[src/rtl/xlate_pkg.sv]
// Shared constants and types for the segmented address translator.
// Assumes a 32-bit virtual and physical address space.
package xlate_pkg;
    localparam int VA_W = 32;

    localparam logic [VA_W-1:0] SEG_K0_BASE = 32'h8000_0000;
    localparam logic [VA_W-1:0] SEG_K1_BASE = 32'hA000_0000;
    localparam logic [VA_W-1:0] SEG_HI_BASE = 32'hC000_0000;

    typedef enum logic [1:0] {
        TLB_HIT     = 2'd0,
        TLB_MISS    = 2'd1,
        TLB_INVALID = 2'd2,
        TLB_RO      = 2'd3
    } tlb_status_e;

    typedef enum logic [1:0] {
        ROUTE_DIRECT = 2'd0,
        ROUTE_TLB    = 2'd1,
        ROUTE_REJECT = 2'd2
    } route_e;

    localparam logic [4:0] EXC_NONE    = 5'd0;
    localparam logic [4:0] EXC_MOD     = 5'd1;
    localparam logic [4:0] EXC_TLB_LD  = 5'd2;
    localparam logic [4:0] EXC_TLB_ST  = 5'd3;
    localparam logic [4:0] EXC_ADDR_LD = 5'd4;
    localparam logic [4:0] EXC_ADDR_ST = 5'd5;
endpackage

[src/rtl/xlate_seg_decode.sv]
// Region decoder: sorts a virtual address into reject, direct or TLB routing
// and computes the physical address for the directly translated regions.
// Assumes the window bases in xlate_pkg are ordered K0 < K1 < HI.
module xlate_seg_decode
    import xlate_pkg::*;
(
    input  logic [VA_W-1:0] vaddr,
    input  logic            user_mode,
    input  logic            err_level,
    output route_e          route,
    output logic [VA_W-1:0] direct_pa
);
    // Classify the address and compute its direct translation.
    always_comb begin
        route     = ROUTE_DIRECT;
        direct_pa = '0;
        if (user_mode && (vaddr >= SEG_K0_BASE)) begin
            route = ROUTE_REJECT;
        end else if (vaddr < SEG_K0_BASE) begin
            if (err_level) begin
                direct_pa = vaddr;
            end else begin
                route = ROUTE_TLB;
            end
        end else if (vaddr < SEG_K1_BASE) begin
            direct_pa = vaddr - SEG_K0_BASE;
        end else if (vaddr < SEG_HI_BASE) begin
            direct_pa = vaddr - SEG_K1_BASE;
        end else begin
            route = ROUTE_TLB;
        end
    end
endmodule

[src/rtl/xlate_fault_map.sv]
// Fault classifier: turns the routing decision and the TLB outcome into a
// fault flag, an exception code and a refill indication.
// Assumes tlb_status is only meaningful when route is ROUTE_TLB.
module xlate_fault_map
    import xlate_pkg::*;
(
    input  logic        valid,
    input  logic        is_write,
    input  route_e      route,
    input  tlb_status_e tlb_st,
    output logic        fault,
    output logic [4:0]  exc,
    output logic        refill
);
    // Pick the exception for the current request.
    always_comb begin
        fault  = 1'b0;
        exc    = EXC_NONE;
        refill = 1'b0;
        if (valid) begin
            if (route == ROUTE_REJECT) begin
                fault = 1'b1;
                exc   = is_write ? EXC_ADDR_ST : EXC_ADDR_LD;
            end else if (route == ROUTE_TLB) begin
                case (tlb_st)
                    TLB_MISS: begin
                        fault  = 1'b1;
                        exc    = is_write ? EXC_TLB_ST : EXC_TLB_LD;
                        refill = 1'b1;
                    end
                    TLB_INVALID: begin
                        fault = 1'b1;
                        exc   = is_write ? EXC_TLB_ST : EXC_TLB_LD;
                    end
                    TLB_RO: begin
                        fault = 1'b1;
                        exc   = EXC_MOD;
                    end
                    default: ;
                endcase
            end
        end
    end
endmodule

[src/rtl/xlate_fault_regs.sv]
// Fault register file: bad address, context and entry-high words. A fault
// loads all three on the edge; otherwise a register-port write may land.
// Assumes PAGE_BITS + 1 > ASID_W so the entry-high gap field is not empty.
module xlate_fault_regs
    import xlate_pkg::*;
#(
    parameter int PAGE_BITS = 12,
    parameter int ASID_W    = 8,
    parameter int CTX_LO    = 4
) (
    input  logic            clk,
    input  logic            rst_n,
    input  logic            take_fault,
    input  logic [VA_W-1:0] fault_va,
    input  logic            wr_en,
    input  logic [1:0]      sel,
    input  logic [VA_W-1:0] wdata,
    output logic [VA_W-1:0] rdata,
    output logic [VA_W-1:0] bad_q,
    output logic [VA_W-1:0] ctx_q,
    output logic [VA_W-1:0] ehi_q
);
    localparam int VPN2_LSB = PAGE_BITS + 1;
    localparam int VPN2_W   = VA_W - VPN2_LSB;
    localparam int CTX_TOP  = CTX_LO + VPN2_W;
    localparam int GAP_W    = VPN2_LSB - ASID_W;

    logic [VPN2_W-1:0] vpn2;
    assign vpn2 = fault_va[VA_W-1:VPN2_LSB];

    // Update on fault first, then apply a software write.
    always_ff @(posedge clk) begin
        if (!rst_n) begin
            bad_q <= '0;
            ctx_q <= '0;
            ehi_q <= '0;
        end else if (take_fault) begin
            bad_q <= fault_va;
            ctx_q <= {ctx_q[VA_W-1:CTX_TOP], vpn2, {CTX_LO{1'b0}}};
            ehi_q <= {vpn2, {GAP_W{1'b0}}, ehi_q[ASID_W-1:0]};
        end else if (wr_en) begin
            case (sel)
                2'd0: bad_q <= wdata;
                2'd1: ctx_q <= wdata;
                2'd2: ehi_q <= wdata;
                default: ;
            endcase
        end
    end

    // Read multiplexer for the register port.
    always_comb begin
        case (sel)
            2'd0:    rdata = bad_q;
            2'd1:    rdata = ctx_q;
            2'd2:    rdata = ehi_q;
            default: rdata = '0;
        endcase
    end
endmodule

[src/rtl/vaddr_xlate.sv]
// Top of the segmented address translator. Translation and fault reporting
// are combinational on the request; the fault registers update on the edge.
// Assumes the TLB answers tlb_status/tlb_paddr in the cycle tlb_lookup is high.
module vaddr_xlate
    import xlate_pkg::*;
#(
    parameter int PAGE_BITS = 12,
    parameter int ASID_W    = 8
) (
    input  logic        clk,
    input  logic        rst_n,
    input  logic        req_valid,
    input  logic [31:0] req_vaddr,
    input  logic        req_write,
    input  logic        user_mode,
    input  logic        err_level,
    output logic        tlb_lookup,
    input  logic [1:0]  tlb_status,
    input  logic [31:0] tlb_paddr,
    input  logic        tlb_writable,
    output logic [31:0] paddr,
    output logic        perm_rd,
    output logic        perm_wr,
    output logic        fault,
    output logic [4:0]  exc_code,
    output logic        refill,
    input  logic        reg_wr_en,
    input  logic [1:0]  reg_sel,
    input  logic [31:0] reg_wdata,
    output logic [31:0] reg_rdata
);
    route_e      route;
    logic [31:0] direct_pa;
    logic [31:0] bad_q;
    logic [31:0] ctx_q;
    logic [31:0] ehi_q;

    xlate_seg_decode u_dec (
        .vaddr     (req_vaddr),
        .user_mode (user_mode),
        .err_level (err_level),
        .route     (route),
        .direct_pa (direct_pa)
    );

    xlate_fault_map u_map (
        .valid    (req_valid),
        .is_write (req_write),
        .route    (route),
        .tlb_st   (tlb_status_e'(tlb_status)),
        .fault    (fault),
        .exc      (exc_code),
        .refill   (refill)
    );

    xlate_fault_regs #(
        .PAGE_BITS (PAGE_BITS),
        .ASID_W    (ASID_W)
    ) u_regs (
        .clk        (clk),
        .rst_n      (rst_n),
        .take_fault (fault),
        .fault_va   (req_vaddr),
        .wr_en      (reg_wr_en),
        .sel        (reg_sel),
        .wdata      (reg_wdata),
        .rdata      (reg_rdata),
        .bad_q      (bad_q),
        .ctx_q      (ctx_q),
        .ehi_q      (ehi_q)
    );

    // Drive the result: lookup request, address and permissions.
    always_comb begin
        tlb_lookup = req_valid && (route == ROUTE_TLB);
        paddr      = '0;
        perm_rd    = 1'b0;
        perm_wr    = 1'b0;
        if (req_valid && !fault) begin
            perm_rd = 1'b1;
            if (route == ROUTE_TLB) begin
                paddr   = tlb_paddr;
                perm_wr = tlb_writable;
            end else begin
                paddr   = direct_pa;
                perm_wr = 1'b1;
            end
        end
    end
endmodule

[config.mk]
export PLATFORM = sky130hd
export DESIGN_NAME = vaddr_xlate
export DESIGN_NICKNAME = d
export VERILOG_FILES = /design/src/rtl/xlate_pkg.sv /design/src/rtl/xlate_seg_decode.sv /design/src/rtl/xlate_fault_map.sv /design/src/rtl/xlate_fault_regs.sv /design/src/rtl/vaddr_xlate.sv
export SDC_FILE = /design/constraint.sdc
export NUM_CORES = 1
export LEC_CHECK = 0
export BUFFER_PORTS_ARGS = -buffer_cell sky130_fd_sc_hd__buf_2
export CELL_PAD_IN_SITES_DETAIL_PLACEMENT = 1
export CELL_PAD_IN_SITES_GLOBAL_PLACEMENT = 2
export CORE_MARGIN = 2
export CORE_UTILIZATION = 28
export CTS_BUF_LIST = sky130_fd_sc_hd__clkbuf_16
export DETAILED_ROUTE_END_ITERATION = 7
export MAX_ROUTING_LAYER = met4
export PLACE_DENSITY = 0.85
export SYNTH_ARGS = -nofsm -noshare
export SYNTH_HDL_FRONTEND = slang
export SYNTH_HIERARCHICAL = 1
export SYNTH_SLANG_ARGS = --single-unit
[constraint.sdc]
create_clock -name clk -period 3.1 [get_ports clk]
set_input_delay 0.775 -clock clk [delete_from_list [all_inputs] [get_ports clk]]
set_output_delay 0.775 -clock clk [all_outputs]
set_load 0.01 [all_outputs]
# Word level (Yosys, flattened, before mapping)
# Cells that the tools add are included.
# word_totals
register_bits,96
latch_bits,0
ram_bits,0
mem_bits_ro,0
input_bits,108
elab_cells,80
n_memories,0
# op_classes
addsub,2
mul,0
div_mod_pow,0
order_cmp,4
eq_ne,7
shift,0
n_mux,39
n_bitwise,2
n_reduce_logical,19
# ops
cell,count
32-bit 2-to-1 mux,13
"32-bit less-than comparator, second input constant",3
32-bit case mux with 3 select lines,1
23-bit 2-to-1 mux,3
"32-bit subtractor, second input constant",2
"32-bit greater-or-equal comparator, second input constant",1
1-bit 2-to-1 mux,15
5-bit 2-to-1 mux,3
5-bit case mux with 2 select lines,1
2-bit AND reduction,5
"2-bit == test, second input constant",4
2-bit nonzero test,4
"2-bit by 1-bit == test with 1-bit output, second input constant",3
2-bit 2-to-1 mux,3
3-bit AND reduction,2
2-bit OR reduction,2
1-bit logical AND,3
3-bit OR reduction,1
2-bit zero test,1
1-bit inverter,2
1-bit zero test,1

# Longest topological paths before layout
# depth
depth_word,12
ltp_mapped,9
mapped_depth_nobuf,7

# Modules after synthesis
# The synthesis kept the hierarchy.
# modules_own_cells
module,instances,cells_per_inst,area_each_um2,seq_area_each_um2
xlate_fault_regs,1,565,4375.4,1921.8
vaddr_xlate,1,115,733.2,0.0
xlate_seg_decode,1,47,401.6,0.0
xlate_fault_map,1,15,131.4,0.0

# Worst setup path after synthesis
# No wires, ideal clock.
# synth_path
path_kind,input to output
from,input port err_level
to,output port perm_wr
t_arrival_ns,2.314
required_time_ns,2.325
path_slack_ns,0.011
stages,7
path_buffers,2
path_cell_list,o21ai_0 -> and3b_2 -> or2_1 -> nand2b_1 -> buf_2 -> buf_2 -> nor2_1
# synth_via
elab_chain_cells,10
# synth_lines
element,line_no,rtl
"start, declared",vaddr_xlate.sv:16,"input logic err_level,"
1-bit 2-to-1 mux *,xlate_seg_decode.sv:20,if (err_level) begin
2-bit 2-to-1 mux *,xlate_seg_decode.sv:19,end else if (vaddr < SEG_K0_BASE) begin
2-bit 2-to-1 mux *,xlate_seg_decode.sv:17,if (user_mode && (vaddr >= SEG_K0_BASE)) begin
2-bit by 1-bit == test with 1-bit output,xlate_fault_map.sv:24,end else if (route == ROUTE_TLB) begin
1-bit 2-to-1 mux,xlate_fault_map.sv:24,
1-bit 2-to-1 mux *,xlate_fault_map.sv:21,if (route == ROUTE_REJECT) begin
1-bit 2-to-1 mux *,xlate_fault_map.sv:20,if (valid) begin
via fault,vaddr_xlate.sv:24,"output logic fault,"
1-bit zero test *,vaddr_xlate.sv:79,if (req_valid && !fault) begin
1-bit logical AND *,vaddr_xlate.sv:79,
1-bit 2-to-1 mux *,vaddr_xlate.sv:79,
"end, declared",vaddr_xlate.sv:23,"output logic perm_wr,"
# The timed path passes the listed nets; every way through them passes the cells marked *.

# Worst setup path in the final report
# layout_path
from,input port user_mode
to,output port paddr[31]
# layout_via
elab_chain_cells,9
# layout_lines
element,line_no,rtl
"start, declared",vaddr_xlate.sv:15,"input logic user_mode,"
1-bit logical AND *,xlate_seg_decode.sv:17,
2-bit 2-to-1 mux *,xlate_seg_decode.sv:17,
via route[0],vaddr_xlate.sv:32,route_e route;
2-bit by 1-bit == test with 1-bit output,"xlate_fault_map.sv:24, vaddr_xlate.sv:81",
1-bit 2-to-1 mux,xlate_fault_map.sv:24,
1-bit 2-to-1 mux,xlate_fault_map.sv:21,
1-bit 2-to-1 mux,xlate_fault_map.sv:20,
1-bit zero test,vaddr_xlate.sv:79,
1-bit logical AND,vaddr_xlate.sv:79,
32-bit 2-to-1 mux *,vaddr_xlate.sv:79,
"end, declared",vaddr_xlate.sv:21,"output logic [31:0] paddr,"
# Marked as above.

==> impl_table.tex <==
\begin{tabular}{lr}
\hline
Metric & Value \\
\hline
\multicolumn{2}{l}{\textbf{Synth}} \\
Area fraction of the dominant cell type after synthesis & 34.1\% \\
Mean instance size in the synthesized netlist & 7.60 um\^{}2 \\
Number of enable flip-flop cells after synthesis & 0 \\
Synthesis warning total & 6 \\
Area leader, netlist & dfxtp\_1 \\
Total of flip-flops plus latches after synthesis & 96 \\
Most used standard cell by instance count after synthesis & nand2\_1 \\
Post-synthesis instance total & 742 \\
Unique masters post-synth & 39 \\
Dominant register cell in the synthesized netlist & dfxtp\_1 \\
Synth async-reset ratio & 0\% \\
Most used standard cells in the synthesized netlist & 165 x nand2\_1, 152 x a21oi\_1, 96 x dfxtp\_1 \\
Most area-consuming cells after synthesis & dfxtp\_1 34\%, a21oi\_1 13\%, nand2\_1 11\%, mux2i\_1 7.1\%, o21ai\_0 5.8\% \\
Proportion of synthesized chip area in sequential cells & 34.1\% \\
Synthesized cell area & 5640 um\^{}2 \\
\multicolumn{2}{l}{\textbf{Cells and area}} \\
Core utilization of the finished layout & 37.8\% \\
Final Instance Area & 7410 um\^{}2 \\
Layout net count & 1039 \\
Fraction of layout instances using a drive strength above 1 & 36.6\% \\
Number of cells in the finished layout apart from fillers & 1198 \\
Layout-stage area growth over the synthesis result & 31.3\% \\
\multicolumn{2}{l}{\textbf{Detailed routing}} \\
Total via count in the routed design & 5893 \\
Routed via count divided by cell count & 4.92 \\
Number of iterations in the first detailed-routing pass & 4 \\
Routed Antenna Nets & 0 \\
Routed wire length per instance & 18.0 um \\
Total DRC errors in the routed layout & 0 \\
Number of design-rule violations left by the first detailed-router iteration & 263 \\
Detailed-route wire length & 21600 um \\
\multicolumn{2}{l}{\textbf{Critical path}} \\
FF-to-FF setup slack & 2.46 ns \\
Critical-path top delay cell & and3b\_2 \\
Kind of end point of the critical path & primary output \\
Number of buffer and inverter instances along the worst setup path & 3 \\
Worst Setup Start Kind & input pin \\
Worst Setup Path Type & input pin to primary output \\
Worst reg-to-reg path cell count & 2 \\
Worst Path Required & 2.32 ns \\
Cells along the critical path & buf\_2 > nand3b\_1 > o21ai\_2 > and3b\_2 > or2\_4 > nand2b\_4 > clkbuf\_16 > a21oi\_1 > buf\_2 \\
Cell occurring most often along the worst timing path & buf\_2 \\
Worst-path maximum fanout & 8 \\
Startpoint of the worst register-to-register path & u\_regs/bad\_q[1] \\
FF-to-FF End & u\_regs/bad\_q[1] \\
Worst path arrival time & 2.25 ns \\
Family of cells with the greatest summed delay on the critical path & simple AND/OR/NAND/NOR gates \\
Worst stage delay on the critical path & 0.24 ns \\
\multicolumn{2}{l}{\textbf{STA}} \\
RSZ-0062 raised after global routing & false \\
Count of pins over their slew limit & 0 \\
Upper clock frequency limit & 330 MHz \\
Total setup violations reported at the end of the flow & 0 \\
Final min period & 3.03 ns \\
Worst setup slack after layout & 0.0733 ns \\
Final hold violation count & 0 \\
Worst Clk Skew & 0 ns \\
Post-route clock period utilization & 97.6\% \\
\multicolumn{2}{l}{\textbf{Floorplan}} \\
Starting utilization of the core area & 28.8\% \\
Die span in y & 146 um \\
DIE WIDTH & 146 um \\
Die Outline Area & 21300 um\^{}2 \\
Number of primary I/O pins & 182 \\
Core Rows & 51 \\
Core ar. & 19600 um\^{}2 \\
\multicolumn{2}{l}{\textbf{Clock network}} \\
Clock latency of the later-clocked register in the worst-skew pair & 0.34 ns \\
Maximum buffer depth of the clock tree & 2 \\
TritonCTS Buffers & 9 \\
CTS H-tree depth & 3 \\
Cts-stage hold buffer count & 0 \\
Clock tree from TritonCTS & yes \\
Clk slew on worst S/H paths & 0.07 ns \\
Clock sink count & 96 \\
Buffer cell driving the clock tree root & clkbuf\_16 \\
\multicolumn{2}{l}{\textbf{Placed design}} \\
Placed instance count & 1177 \\
Setup slack after placement & -0.0961 ns \\
Half-perimeter wire length after placement & 15700 um \\
Placer Congestion & 0.810 \\
Count of buffers inserted at the top-level ports & 179 \\
Placed standard-cell area & 7020 um\^{}2 \\
\multicolumn{2}{l}{\textbf{Worst hold path}} \\
Sink of the worst hold path & u\_regs/bad\_q[24] \\
Path class of the lowest-slack min-delay path & flop to flop \\
Hold wc startpoint & u\_regs/bad\_q[24] \\
Hold Path Cell Cnt & 2 \\
\multicolumn{2}{l}{\textbf{Pwr}} \\
Power density over the cells & 440 nW/um\^{}2 \\
Standby leakage power & 0.00319 uW \\
Worst voltage drop across the vdd grid & 0.263 mV \\
\multicolumn{2}{l}{\textbf{Global routing}} \\
Number of global-route vias before repair & 5985 \\
Total global-route track usage & 20.0\% \\
Maximum number of pins on one net before global-route repair & 76 \\
Antenna violations before repair & 1 \\
Wire length of the first global-routing pass & 33000 um \\
Gr ovfl total & 0 \\
\multicolumn{2}{l}{\textbf{Flow run}} \\
Max-cap viol count & 0 \\
\multicolumn{2}{l}{\textbf{Outcome}} \\
Status & finished clean \\
\hline
\end{tabular}
## how the worst max path moves through the flow
stage / from / cells after the start / slack, ns / end
after floorplan: err_level / 7 / 0.01 / perm_wr
after global placement: req_vaddr[31] / 8 / -0.02 / paddr[0]
after detailed placement: req_vaddr[31] / 8 / -0.1 / paddr[30]
after CTS: user_mode / 9 / 0.01 / paddr[30]
after global routing: user_mode / 9 / 0.009 / paddr[4]
final: user_mode / 9 / 0.07 / paddr[31]
## timing repair
item	4_1_cts	5_1_grt
buffers inserted	0	1
pin swaps	0	1
gates resized for setup	4	3
gates cloned	1	2
setup endpoints to repair	34	33
## layer usage
| layer | vias up | track usage [%] | share of wire (%) | routed length, um |
|---|---|---|---|---|
| met3 | 21 | 3.04 | 3.8 | 831 |
| met4 | 0 | 4.95 | 1.7 | 374 |
| li1 | 2899 | - | - | - |
| met1 | 2813 | 26.3 | 48 | 10400 |
| met5 | - | - | 0 | 0 |
| met2 | 160 | 32.5 | 46 | 10000 |
## report_power, final
group	switching, uW	leakage (uW)	total (uW)	internal, uW
clock network	487	0.000148	1110	620
logic	452	0.00225	785	333
registers	45.9	0.000788	1370	1330
total	985	0.00319	3260	2280
## registers in the layout (all words and copies together), names as in the netlist
name,cells
u_regs/ctx_q,32
u_regs/ehi_q,32
u_regs/bad_q,32
## kinds of logic (layout without fill, tap and decap cells)
group           after synthesis  count (layout)  synth area share, %
buf+inv                      76             265                 8.09
simple gates                247             247                 20.8
flops                        96              96                 34.1
mux                          40              40                 7.10
fa+ha+maj                     4               4                0.887
compound gates              278             278                 29.0
other cells                   1               3               0.0665
## worst reg2reg max path: cells and delay by family, from the launching register on
family	cells	cell delay [ns]
simple gates	1	0.06
flops	1	0.34
compound gates	1	0.16
## metrics by stage
stage	setup TNS, ns	power (uW)	hold slack (ns)
2_1_floorplan	0	1830	0.429
3_3_place_gp	-0.0642	2140	0.434
3_5_place_dp	-2.24	2160	0.441
4_1_cts	0	3270	0.451
5_1_grt	0	3420	0.463
6_report	0	3260	0.449
## cells in the final DEF, fill, tap and decap left out, types with 8 or more instances in the layout
| master | count |
|---|---|
| buf_2 | 179 |
| nand2_1 | 165 |
| a21oi_1 | 151 |
| dfxtp_1 | 96 |
| o21ai_0 | 64 |
| buf_4 | 50 |
| mux2i_1 | 40 |
| a21oi_2 | 30 |
| nand2_2 | 29 |
| nand3_1 | 18 |
| a21boi_1 | 15 |
| a21boi_2 | 14 |
| clkbuf_16 | 11 |
| buf_12 | 10 |
| inv_1 | 9 |
| nor2b_1 | 8 |
## layout make-up
class / instances / area (um^2)
Tap cell: 265 / 332
Fill cell: 2453 / 12200
Sequential cell: 96 / 1920
Inverter: 7 / 26.3
Multi-Input combinational cell: 571 / 3290
Clock inverter: 7 / 63.8
Clock buffer: 9 / 225
Antenna cell: 1 / 2.50
Timing Repair Buffer: 242 / 1550
No activity file was read; power rests on OpenSTA's default activity.
